## config.mk

```make
export PLATFORM = sky130hd
export DESIGN_NAME = i2c_phase_master
export DESIGN_NICKNAME = d
export VERILOG_FILES = /design/src/rtl/i2cm_pkg.sv /design/src/rtl/i2cm_timing_latch.sv /design/src/rtl/i2cm_phase_ctr.sv /design/src/rtl/i2cm_shifter.sv /design/src/rtl/i2c_phase_master.sv
export SDC_FILE = /design/constraint.sdc
export NUM_CORES = 1
export LEC_CHECK = 0
export BUFFER_PORTS_ARGS = -buffer_cell sky130_fd_sc_hd__buf_4
export CAP_MARGIN = 20
export CORE_MARGIN = 1
export CORE_UTILIZATION = 50
export CTS_BUF_LIST = sky130_fd_sc_hd__clkbuf_2 sky130_fd_sc_hd__clkbuf_4 sky130_fd_sc_hd__clkbuf_8
export DETAILED_ROUTE_END_ITERATION = 10
export PLACE_DENSITY_LB_ADDON = 0.08
export SLEW_MARGIN = 10
export SYNTH_ARGS = -nofsm -noshare
export SYNTH_HDL_FRONTEND = slang
export SYNTH_HIERARCHICAL = 1
export SYNTH_SLANG_ARGS = --single-unit
```

## constraint.sdc

```tcl
create_clock -name clk -period 4.9 [get_ports clk]
set_input_delay 0 -clock clk [delete_from_list [all_inputs] [get_ports clk]]
set_output_delay 0 -clock clk [all_outputs]
set_load 0.02 [all_outputs]
```

## src/rtl/i2cm_pkg.sv

```systemverilog
`timescale 1ns/1ps
package i2cm_pkg;

  typedef enum logic [1:0] {
    OP_START = 2'd0,
    OP_STOP  = 2'd1,
    OP_WRITE = 2'd2,
    OP_READ  = 2'd3
  } i2cm_op_e;

  typedef enum logic [2:0] {
    ST_IDLE,
    ST_LOW,
    ST_HIGH,
    ST_SETUP,
    ST_HOLD,
    ST_FREE
  } i2cm_state_e;

  // Phase length formulas, in system clock cycles.
  function automatic int high_len(input int hp);
    return hp + 5;
  endfunction

  function automatic int low_len(input int lp);
    return lp + 2;
  endfunction

  function automatic int half_len(input int lp);
    return lp / 2 + 1;
  endfunction

  function automatic int start_len(input int sh);
    return sh + 1;
  endfunction

  function automatic int free_len(input int hp, input int bft);
    return hp / 2 + bft + 2;
  endfunction

endpackage

```

## src/rtl/i2cm_timing_latch.sv

```systemverilog
`timescale 1ns/1ps
module i2cm_timing_latch
  import i2cm_pkg::*;
#(
  parameter int FIELD_W = 10,
  parameter int CNT_W   = FIELD_W + 2
) (
  input  logic               clk,
  input  logic               rst,
  input  logic               load,
  input  logic [FIELD_W-1:0] cfg_high,
  input  logic [FIELD_W-1:0] cfg_low,
  input  logic [FIELD_W-1:0] cfg_start,
  input  logic [FIELD_W-1:0] cfg_free,
  output logic [CNT_W-1:0]   len_high,
  output logic [CNT_W-1:0]   len_low,
  output logic [CNT_W-1:0]   len_half,
  output logic [CNT_W-1:0]   len_start,
  output logic [CNT_W-1:0]   len_free
);

  always_ff @(posedge clk) begin
    if (rst) begin
      len_high  <= '0;
      len_low   <= '0;
      len_half  <= '0;
      len_start <= '0;
      len_free  <= '0;
    end else if (load) begin
      len_high  <= CNT_W'(high_len(int'(cfg_high)));
      len_low   <= CNT_W'(low_len(int'(cfg_low)));
      len_half  <= CNT_W'(half_len(int'(cfg_low)));
      len_start <= CNT_W'(start_len(int'(cfg_start)));
      len_free  <= CNT_W'(free_len(int'(cfg_high), int'(cfg_free)));
    end
  end

endmodule

```

## src/rtl/i2cm_phase_ctr.sv

```systemverilog
`timescale 1ns/1ps
module i2cm_phase_ctr #(
  parameter int CNT_W = 12
) (
  input  logic             clk,
  input  logic             rst,
  input  logic             run,
  input  logic             restart,
  input  logic [CNT_W-1:0] target,
  output logic [CNT_W-1:0] cnt,
  output logic             last
);

  assign last = (cnt == target - CNT_W'(1));

  always_ff @(posedge clk) begin
    if (rst)          cnt <= '0;
    else if (restart) cnt <= '0;
    else if (run)     cnt <= cnt + CNT_W'(1);
  end

endmodule

```

## src/rtl/i2cm_shifter.sv

```systemverilog
`timescale 1ns/1ps
module i2cm_shifter #(
  parameter int DATA_W = 8
) (
  input  logic              clk,
  input  logic              rst,
  input  logic              load,
  input  logic [DATA_W-1:0] load_val,
  input  logic              shift_en,
  input  logic              bit_in,
  input  logic              ack_en,
  output logic [DATA_W-1:0] data,
  output logic              nack
);

  always_ff @(posedge clk) begin
    if (rst) begin
      data <= '0;
      nack <= 1'b0;
    end else begin
      if (load)          data <= load_val;
      else if (shift_en) data <= {data[DATA_W-2:0], bit_in};
      if (ack_en)        nack <= bit_in;
    end
  end

endmodule

```

## src/rtl/i2c_phase_master.sv

```systemverilog
`timescale 1ns/1ps
module i2c_phase_master
  import i2cm_pkg::*;
#(
  parameter int FIELD_W = 10,
  parameter int DATA_W  = 8
) (
  input  logic               clk,
  input  logic               rst,
  input  logic               cmd_valid,
  input  logic [1:0]         cmd_op,
  input  logic [DATA_W-1:0]  cmd_wdata,
  input  logic               cmd_nack,
  input  logic [FIELD_W-1:0] cfg_high,
  input  logic [FIELD_W-1:0] cfg_low,
  input  logic [FIELD_W-1:0] cfg_start,
  input  logic [FIELD_W-1:0] cfg_free,
  input  logic               sda_in,
  output logic               busy,
  output logic               done,
  output logic [DATA_W-1:0]  rd_data,
  output logic               rx_nack,
  output logic               scl_pull,
  output logic               sda_pull
);

  localparam int CNT_W = FIELD_W + 2;
  localparam int BIT_W = $clog2(DATA_W + 1);
  localparam logic [BIT_W-1:0] ACK_IDX = BIT_W'(DATA_W);

  i2cm_state_e      state;
  i2cm_op_e         op_q;
  logic             nack_q;
  logic [BIT_W-1:0] bit_idx;

  logic [CNT_W-1:0] len_high, len_low, len_half, len_start, len_free;
  logic [CNT_W-1:0] target, cnt;
  logic             last;

  // Named internal events.
  wire accept     = cmd_valid && (state == ST_IDLE);
  wire phase_end  = busy && last;
  wire mid_hit    = (state == ST_LOW) && (cnt == len_half - CNT_W'(1));
  wire data_op    = (op_q == OP_WRITE) || (op_q == OP_READ);
  wire ack_slot   = (bit_idx == ACK_IDX);
  wire sample_hit = (state == ST_HIGH) && phase_end && data_op;
  wire data_high  = (state == ST_HIGH) && data_op;
  logic mid_pull;

  assign busy = (state != ST_IDLE);

  i2cm_timing_latch #(.FIELD_W(FIELD_W), .CNT_W(CNT_W)) u_timing (
    .clk(clk), .rst(rst), .load(accept),
    .cfg_high(cfg_high), .cfg_low(cfg_low), .cfg_start(cfg_start), .cfg_free(cfg_free),
    .len_high(len_high), .len_low(len_low), .len_half(len_half),
    .len_start(len_start), .len_free(len_free)
  );

  always_comb begin
    case (state)
      ST_HIGH:           target = len_high;
      ST_SETUP, ST_HOLD: target = len_start;
      ST_FREE:           target = len_free;
      default:           target = len_low;
    endcase
  end

  i2cm_phase_ctr #(.CNT_W(CNT_W)) u_ctr (
    .clk(clk), .rst(rst), .run(busy), .restart(accept || phase_end),
    .target(target), .cnt(cnt), .last(last)
  );

  i2cm_shifter #(.DATA_W(DATA_W)) u_shift (
    .clk(clk), .rst(rst), .load(accept), .load_val(cmd_wdata),
    .shift_en(sample_hit && !ack_slot), .bit_in(sda_in),
    .ack_en(sample_hit && ack_slot), .data(rd_data), .nack(rx_nack)
  );

  always_comb begin
    case (op_q)
      OP_START: mid_pull = 1'b0;
      OP_STOP:  mid_pull = 1'b1;
      OP_WRITE: mid_pull = ack_slot ? 1'b0 : ~rd_data[DATA_W-1];
      default:  mid_pull = ack_slot ? ~nack_q : 1'b0;
    endcase
  end

  always_ff @(posedge clk) begin
    if (rst) begin
      state    <= ST_IDLE;
      op_q     <= OP_START;
      nack_q   <= 1'b0;
      bit_idx  <= '0;
      scl_pull <= 1'b0;
      sda_pull <= 1'b0;
      done     <= 1'b0;
    end else begin
      done <= 1'b0;
      case (state)
        ST_IDLE: if (cmd_valid) begin
          op_q    <= i2cm_op_e'(cmd_op);
          nack_q  <= cmd_nack;
          bit_idx <= '0;
          case (i2cm_op_e'(cmd_op))
            OP_START: state <= scl_pull ? ST_LOW : ST_SETUP;
            OP_STOP:  state <= scl_pull ? ST_LOW : ST_HIGH;
            default: begin
              scl_pull <= 1'b1;
              state    <= ST_LOW;
            end
          endcase
        end
        ST_LOW: begin
          if (mid_hit) sda_pull <= mid_pull;
          if (phase_end) begin
            scl_pull <= 1'b0;
            state    <= (op_q == OP_START) ? ST_SETUP : ST_HIGH;
          end
        end
        ST_HIGH: if (phase_end) begin
          if (op_q == OP_STOP) begin
            sda_pull <= 1'b0;
            state    <= ST_FREE;
          end else begin
            scl_pull <= 1'b1;
            if (ack_slot) begin
              state <= ST_IDLE;
              done  <= 1'b1;
            end else begin
              bit_idx <= bit_idx + BIT_W'(1);
              state   <= ST_LOW;
            end
          end
        end
        ST_SETUP: if (phase_end) begin
          sda_pull <= 1'b1;
          state    <= ST_HOLD;
        end
        ST_HOLD: if (phase_end) begin
          scl_pull <= 1'b1;
          state    <= ST_IDLE;
          done     <= 1'b1;
        end
        ST_FREE: if (phase_end) begin
          state <= ST_IDLE;
          done  <= 1'b1;
        end
        default: state <= ST_IDLE;
      endcase
    end
  end

  // Assertions next to the logic they guard.
  assert_low_bound_R2: assert property (@(posedge clk) disable iff (rst)
    (state == ST_LOW) |-> (cnt < len_low) && scl_pull);

  assert_high_bound_R3: assert property (@(posedge clk) disable iff (rst)
    (state == ST_HIGH) |-> (cnt < len_high) && !scl_pull);

  assert_data_stable_high_R4: assert property (@(posedge clk) disable iff (rst)
    (data_high && $past(data_high)) |-> $stable(sda_pull));

  assert_start_order_R5: assert property (@(posedge clk) disable iff (rst)
    (state == ST_HOLD) |-> (!scl_pull && sda_pull));

  assert_stop_release_R6: assert property (@(posedge clk) disable iff (rst)
    ((state == ST_HIGH) && (op_q == OP_STOP) && $past(state == ST_LOW)) |-> sda_pull);

  assert_free_released_R7: assert property (@(posedge clk) disable iff (rst)
    (state == ST_FREE) |-> (!scl_pull && !sda_pull));

  assert_write_ack_release_R8: assert property (@(posedge clk) disable iff (rst)
    ((state == ST_HIGH) && (op_q == OP_WRITE) && ack_slot) |-> !sda_pull);

  assert_read_release_R9: assert property (@(posedge clk) disable iff (rst)
    ((state == ST_HIGH) && (op_q == OP_READ) && !ack_slot) |-> !sda_pull);

  assert_done_pulse_R10: assert property (@(posedge clk) disable iff (rst)
    done |=> !done);

  assert_busy_falls_with_done_R10: assert property (@(posedge clk) disable iff (rst)
    $fell(busy) |-> done);

  assert_fields_latched_R11: assert property (@(posedge clk) disable iff (rst)
    (busy && $past(busy)) |-> ($stable(len_high) && $stable(len_low) &&
                               $stable(len_start) && $stable(len_free)));

endmodule

```

==> metrics.txt, run 1 <==
initial core utilization 51.78%; EDFF count, synth 0; hold crit path type input port to flop; GPL Wtd Cong 0.8716; cell count after synthesis 700; outcome finished clean; initial antenna violation count 0; Tot GR Track Use 25.66%; final wirelength roughly 14000 um; TritonCTS clock tree yes; Fillers 922; Max FO, Critical Path 34; WP data arrival 4.73 ns; Tmin final 4.424 ns; CP delay by family, top compound AO/OA/AOI/OAI gates; crit path cell chain inv_1, buf_4, nand2_1, o211ai_1, o21ai_0, or3_4, nor3_4, mux2i_1, or3b_1, a221oi_2, buf_4, inv_1, a2111oi_0, o2111ai_1, o41ai_2, mux2i_1; WS Path Type flop to flop; post-synthesis average cell area 8.124 um2; Top FF cell, synth dfxtp_1; async set or reset register ratio after synthesis 0%; Setup TNS 0 ns; Tcrit/Tclk final between 90% and 100%; global-route wire length before repair 23560 um; Clock Skew 0.01518 ns; Worst slew margin 41.74%; Clock transition at path regs approximately 0.09 ns; CP Buf/Inv Count 4; yosys warns 6; maximum clock insertion buffer count 2; MaxCap Viol Count 0; Final Hold Vio Count 0; Post-Syn Area 5687 um2; DRC 0; Seq/Total Area, Yosys 27.46%; Worst-Skew Late Latency approximately 0.38 ns; post-route cell area 6837 um2; first-pass iteration count of the detailed router 5; post-route ant nets 0; Pwr Density between 300 and 400 nW/um2; post-synth top area share 27.46%; WP data required 5.20 ns; count leader, synth nor2_1; TritonCTS Sinks 78; antenna fix cells 0; layout cells sized above 1 between 10 and 15%; die area 11800 um2; post-layout net count between 800 and 900; Synth area leaders dfxtp_1 27%, mux2i_1 7.9%, xor2_1 5.9%, ha_1 5.7%, nor2_1 5.6%; vias in the first global route 4873; Final Setup Violations 0; number of cell rows 38; DRT iter0 DRCs 270; Finished Core Util 62.25%; RSZ-0062 raised after global routing false; Leak Pwr roughly 2.7 nW; Num CTS Buffers 9; root buf cell clkbuf_8; Core Box Area 10980 um2; routed via count 5323; Slew Viols, Final 0; Die H about 110 um; boundary pin count between 60 and 70; largest area contributor in the synthesized netlist dfxtp_1; synth unique cells 75; startpoint types flop; most common library cells after synthesis 85 x nor2_1, 78 x dfxtp_1, 45 x mux2i_1, 38 x xor2_1, 36 x a21oi_1; Yosys reg bits 78; H-Tree Depth 3; DP HPWL ~10000 um; worst-margin pin slew 0.8738 ns; Worst path max stage delay 0.48 ns; GR Overflow Total 0; slowest stage cell, crit path or3_4; DIE WIDTH 108.6 um; Area Overhead vs Synth 20.22%; fmax 0.2260 GHz; Max VDD drop 0.1948 mV; wire per inst about 16 um; placed cell area 6168 um2; pin count of the biggest net entering global routing 84; vias per cell just under 6; Critical Path End Type flop; port buffer count 67
-- placed cells by master, fill, tap and decap left out, types with 11 or more instances in the layout --
cell type and n:
mux2i_1 45, nor2_1 84, buf_4 74, a21oi_1 36, o211ai_1 17, o21ai_0 24, nand3_1 21, nand4_1 11
dfxtp_1 77, nor3_1 18, ha_1 26, inv_1 23, nor2b_1 16, dlygate4sd3_1 41, nand2_1 35, xor2_1 38
xnor2_1 22, a211oi_1 35
-- power breakdown --
| part | internal [mW] | switching, mW | leakage, nW |
|---|---|---|---|
| Clock | 0.359 | 0.250 | 0.123 |
| Combinational | 0.308 | 0.375 | 1.92 |
| Sequential | 0.693 | 0.0723 | 0.639 |
-- sequential cells by signal (all words and copies together), names as in the netlist, 2 cells and up --
register            cells
bit_idx                 4
op_q                    2
state                   3
u_ctr/cnt              12
u_shift/data            8
u_timing/len_free      11
u_timing/len_half      10
u_timing/len_high      11
u_timing/len_start     11
-- cell families (layout without fill, tap and decap cells) --
kind of cell,after synthesis,in the layout,share of synthesized area (%)
XOR/XNOR,60,60,9.241
adder cells (fa/ha/maj),27,27,6.073
flip-flops,78,78,27.46
other,1,6,0.06594
buffers and inverters,78,156,6.557
multiplexers,45,45,7.921
AO/OA/AOI/OAI,167,167,20.68
AND/OR/NAND/NOR,244,244,22.00
-- worst min-delay path: cells and delay by family --
kind / cells / cell delay [ns]
xor+xnor: 1 / 0.06
buf+inv: 1 / 0.11
simple gates: 2 / 0.15
compound gates: 1 / 0.04
-- stage by stage --
step	hold slack (ns)	total power, mW	instances	setup WS (ns)
floorplan	0.09902	1.267	705	0.1105
global placement	0.2113	1.409	866	0.4550
detailed placement	0.2199	1.425	866	0.2501
CTS	0.008112	2.060	923	0.2121
global route	0.03586	2.178	923	0.06629
finish	0.01656	2.057	923	0.4758
-- worst paths after layout --
check / startpoint / to / slack (ns) / cells after the start
setup / recovery: state[1] / sda_pull / 0.48 / 16
hold / removal: cfg_high[2] / u_timing/len_high[2] / 0.02 / 5
setup reg to reg: state[1] / sda_pull / 0.48 / 16
hold reg to reg: u_timing/len_free[4] / u_timing/len_free[4] / 0.48 / 2
-- final cells by class --
| type | count | area (um2) | area share, % |
|---|---|---|---|
| Multi-Input combinational cell | 549 | 3780 | 55.29 |
| Tap cell | 140 | 175.2 | 2.562 |
| Clock buffer | 11 | 145.1 | 2.123 |
| Sequential cell | 78 | 1563 | 22.86 |
| Inverter | 24 | 90.09 | 1.318 |
| Clock inverter | 5 | 106.4 | 1.556 |
| Timing Repair Buffer | 116 | 977.2 | 14.29 |
-- routing by layer --
layer | wire, um | global-route usage, % | part of all wire (%) | up-vias
li1 | - | - | - | 2689
met1 | 6689 | 32.58 | 46 | 2489
met2 | 6822 | 42.68 | 47 | 117
met3 | 512 | 3.347 | 3.5 | 28
met4 | 433 | 12.74 | 3.0 | 0
met5 | 0 | 0 | 0 | -
-- repair_timing --
action	CTS	global route
endpoints found under the setup margin	0	2
hold endpoints to repair	43	0
buffers inserted	0	0
hold buffers	41	0
resized for setup	0	4
(Power assumes the default switching activity.)
==> inputs of run 2 (changes only) <==
--- a/config.mk
+++ b/config.mk
@@ -8,10 +8,11 @@
 export BUFFER_PORTS_ARGS = -buffer_cell sky130_fd_sc_hd__buf_4
 export CAP_MARGIN = 20
 export CORE_MARGIN = 1
-export CORE_UTILIZATION = 50
+export CORE_UTILIZATION = 55
 export CTS_BUF_LIST = sky130_fd_sc_hd__clkbuf_2 sky130_fd_sc_hd__clkbuf_4 sky130_fd_sc_hd__clkbuf_8
 export DETAILED_ROUTE_END_ITERATION = 10
-export PLACE_DENSITY_LB_ADDON = 0.08
+export GPL_ROUTABILITY_DRIVEN = 0
+export PLACE_DENSITY_LB_ADDON = 0.25
 export SLEW_MARGIN = 10
 export SYNTH_ARGS = -nofsm -noshare
 export SYNTH_HDL_FRONTEND = slang
==> run 2 against run 1 <==
Net effect: clock-buffer cell count up 2; clock skew fell by 0.0065 ns; highest routed layer unchanged; die area fell by 8.9%.
==> metrics.txt, run 2 (synthesis results as in run 1) <==
Tot GR Track Use 25.76% (+0.096 points); MaxCap Viol Count 0 (unchanged); hold crit path type input port to flop; multi-input logic area 3779 um2 (about the same); Top Metal Used met4; WS Path Type flop to flop; post-route ant nets 0 (unchanged); boundary pin count 68 (unchanged); WL met3 591 um (+15%); Worst slew margin 44.94% (+3.2 points); slowest stage cell, crit path dfxtp_1; post-cts resize count 0 (unchanged); port buffer count 67 (unchanged); crit path cell chain buf_4, mux2i_1, nand2_1, o211ai_1, o21ai_0, buf_4, or3_4, nor3_4, mux2i_1, or3b_1, a221oi_2, buf_4, inv_1, a2111oi_0, o2111ai_1, o41ai_2, mux2i_1; wire per inst 15.36 um (-1.9%); pin count of the biggest net entering global routing 84 (unchanged); Setup TNS 0 ns (unchanged); Leak Pwr 2.618 nW (-2.6%); placed cell area 6175 um2 (+0.10%); Max VDD drop 0.1947 mV (about the same); Area Overhead vs Synth 16.74%; routed via count 5353 (+0.56%); worst-margin pin slew 0.8258 ns (-0.04800 ns); Slew Viols, Final 0 (unchanged); GR Overflow Total 0 (unchanged); post-layout net count 851 (-1.0%); Clock Skew 0.008730 ns (-0.006453 ns); Final Hold Vio Count 0 (unchanged); initial core utilization 57.39% (+5.6 points); H-Tree Depth 3 (unchanged); root buf cell clkbuf_8; Num CTS Buffers 9 (unchanged); maximum clock insertion buffer count 2 (unchanged); initial antenna violation count 0 (unchanged); vias in the first global route 4936 (+1.3%); Core Box Area 9910 um2 (-9.8%); TritonCTS Sinks 78 (unchanged); final wirelength 13920 um (-3.7%); register bank with the most flops u_ctr/cnt; number of cell rows 36 (-5.3%); most common cell after layout, fill and taps aside nor2_1; first-pass iteration count of the detailed router 5 (unchanged); DRC 0 (unchanged); DRT iter0 DRCs 280 (+3.7%); Fillers 816 (-11%); Critical Path End Type flop; met2 wire len 6810 um (-0.18%); fmax 0.2187 GHz (-3.3%); Tcrit/Tclk final 93.32% (+3.0 points); Worst Setup Slack, final 0.3272 ns (-0.1486 ns); WP data arrival 4.87 ns (+0.14 ns); Die H 103.7 um (-4.6%); Max FO, Critical Path 28 (-18%); M1 WL 6083 um (-9.1%); post-route cell area 6639 um2 (-2.9%); DIE WIDTH 103.7 um (-4.6%); Final Setup Violations 0 (unchanged); most frequent cells in the layout 84 x nor2_1, 78 x dfxtp_1, 77 x buf_4, 45 x mux2i_1, 38 x xor2_1; outcome finished clean; antenna fix cells 0 (unchanged); Largest register FFs 12 (unchanged); register area 1562 um2 (about the same); Worst-Skew Late Latency 0.36 ns (-0.02 ns); WP data required 5.20 ns (about the same); Pwr Density 281.3 nW/um2 (-6.5%); vias per cell 5.908 (+2.5%); global-route wire length before repair 22850 um (-3.0%); die area 10750 um2 (-8.9%); RSZ-0062 raised after global routing false; DP HPWL 10020 um (-0.49%); Worst path max stage delay 0.53 ns (+0.05 ns); Clock transition at path regs 0.08 ns (about the same); startpoint types flop; worst slack, placed 0.3265 ns (+0.07639 ns); layout cells sized above 1 14.75% (+0.19 points); Tmin final 4.573 ns (+0.1486 ns); TritonCTS clock tree yes
## run 2: cell types whose count changed in the layout (fill, tap and decap cells not counted), moves of 2 or more
cell and delta:
buf_4 +3, clkinv_2 +2, clkbuf_4 +3, bufinv_16 -3, dlygate4sd3_1 -11
## run 2: path summary, 6_finish.rpt
| path | startpoint | to | slack (ns) | depth (start not counted) |
|---|---|---|---|---|
| setup reg to reg | state[0] | sda_pull | 0.33 | 17 |
| setup / recovery | state[0] | sda_pull | 0.33 | 17 |
| hold / removal | cfg_start[9] | u_timing/len_start[9] | 0.02 | 3 |
| hold reg to reg | u_timing/len_high[10] | u_timing/len_high[10] | 0.47 | 2 |
## run 2: final cells by class
type / instances / area share (%)
inverters: 24 / 1.357
well taps: 133 / 2.507
flip-flops and latches: 78 / 23.52
multi-input cells: 549 / 56.92
clock buffers: 13 / 2.318
clock inverters: 2 / 0.1508
repair buffers: 107 / 13.23
## run 2: per-layer routing
| layer | vias to the layer above | GRT usage [%] |
|---|---|---|
| met2 | 144 | 43.96 |
| li1 | 2671 | - |
| met1 | 2500 | 31.22 |
| met4 | 0 | 11.43 |
| met3 | 38 | 5.286 |
| met5 | - | 0 |
## run 2: what timing repair did
action	4_1_cts	5_1_grt
hold endpoints to repair	30	0
buffers inserted	0	0
hold buffers	30	0
## run 2: report_power, final
| part | switching (mW) | leakage, nW | internal [mW] |
|---|---|---|---|
| registers | 0.0702 | 0.639 | 0.693 |
| clock network | 0.222 | 0.0909 | 0.203 |
| logic | 0.375 | 1.89 | 0.305 |
| total | 0.667 | 2.62 | 1.20 |
## run 2: through the flow
step / hold slack, ns / util (%) / std cells / power [mW]
after global routing: 0.01527 / 66.99 / 906 / 1.980
final: 0.01725 / 66.99 / 906 / 1.867
after floorplan: 0.09902 / - / 705 / 1.267
after global placement: 0.2073 / 62.31 / 861 / 1.406
after CTS: 0.008360 / 66.99 / 906 / 1.872
after detailed placement: 0.2119 / 62.31 / 861 / 1.429
## run 2: critical path: cells and delay by family, from the launching register on
| kind | cells | cell delay (ns) |
|---|---|---|
| flops | 1 | 0.53 |
| simple gates | 4 | 1.16 |
| compound gates | 6 | 1.37 |
| mux | 3 | 0.55 |
| buf+inv | 4 | 0.90 |
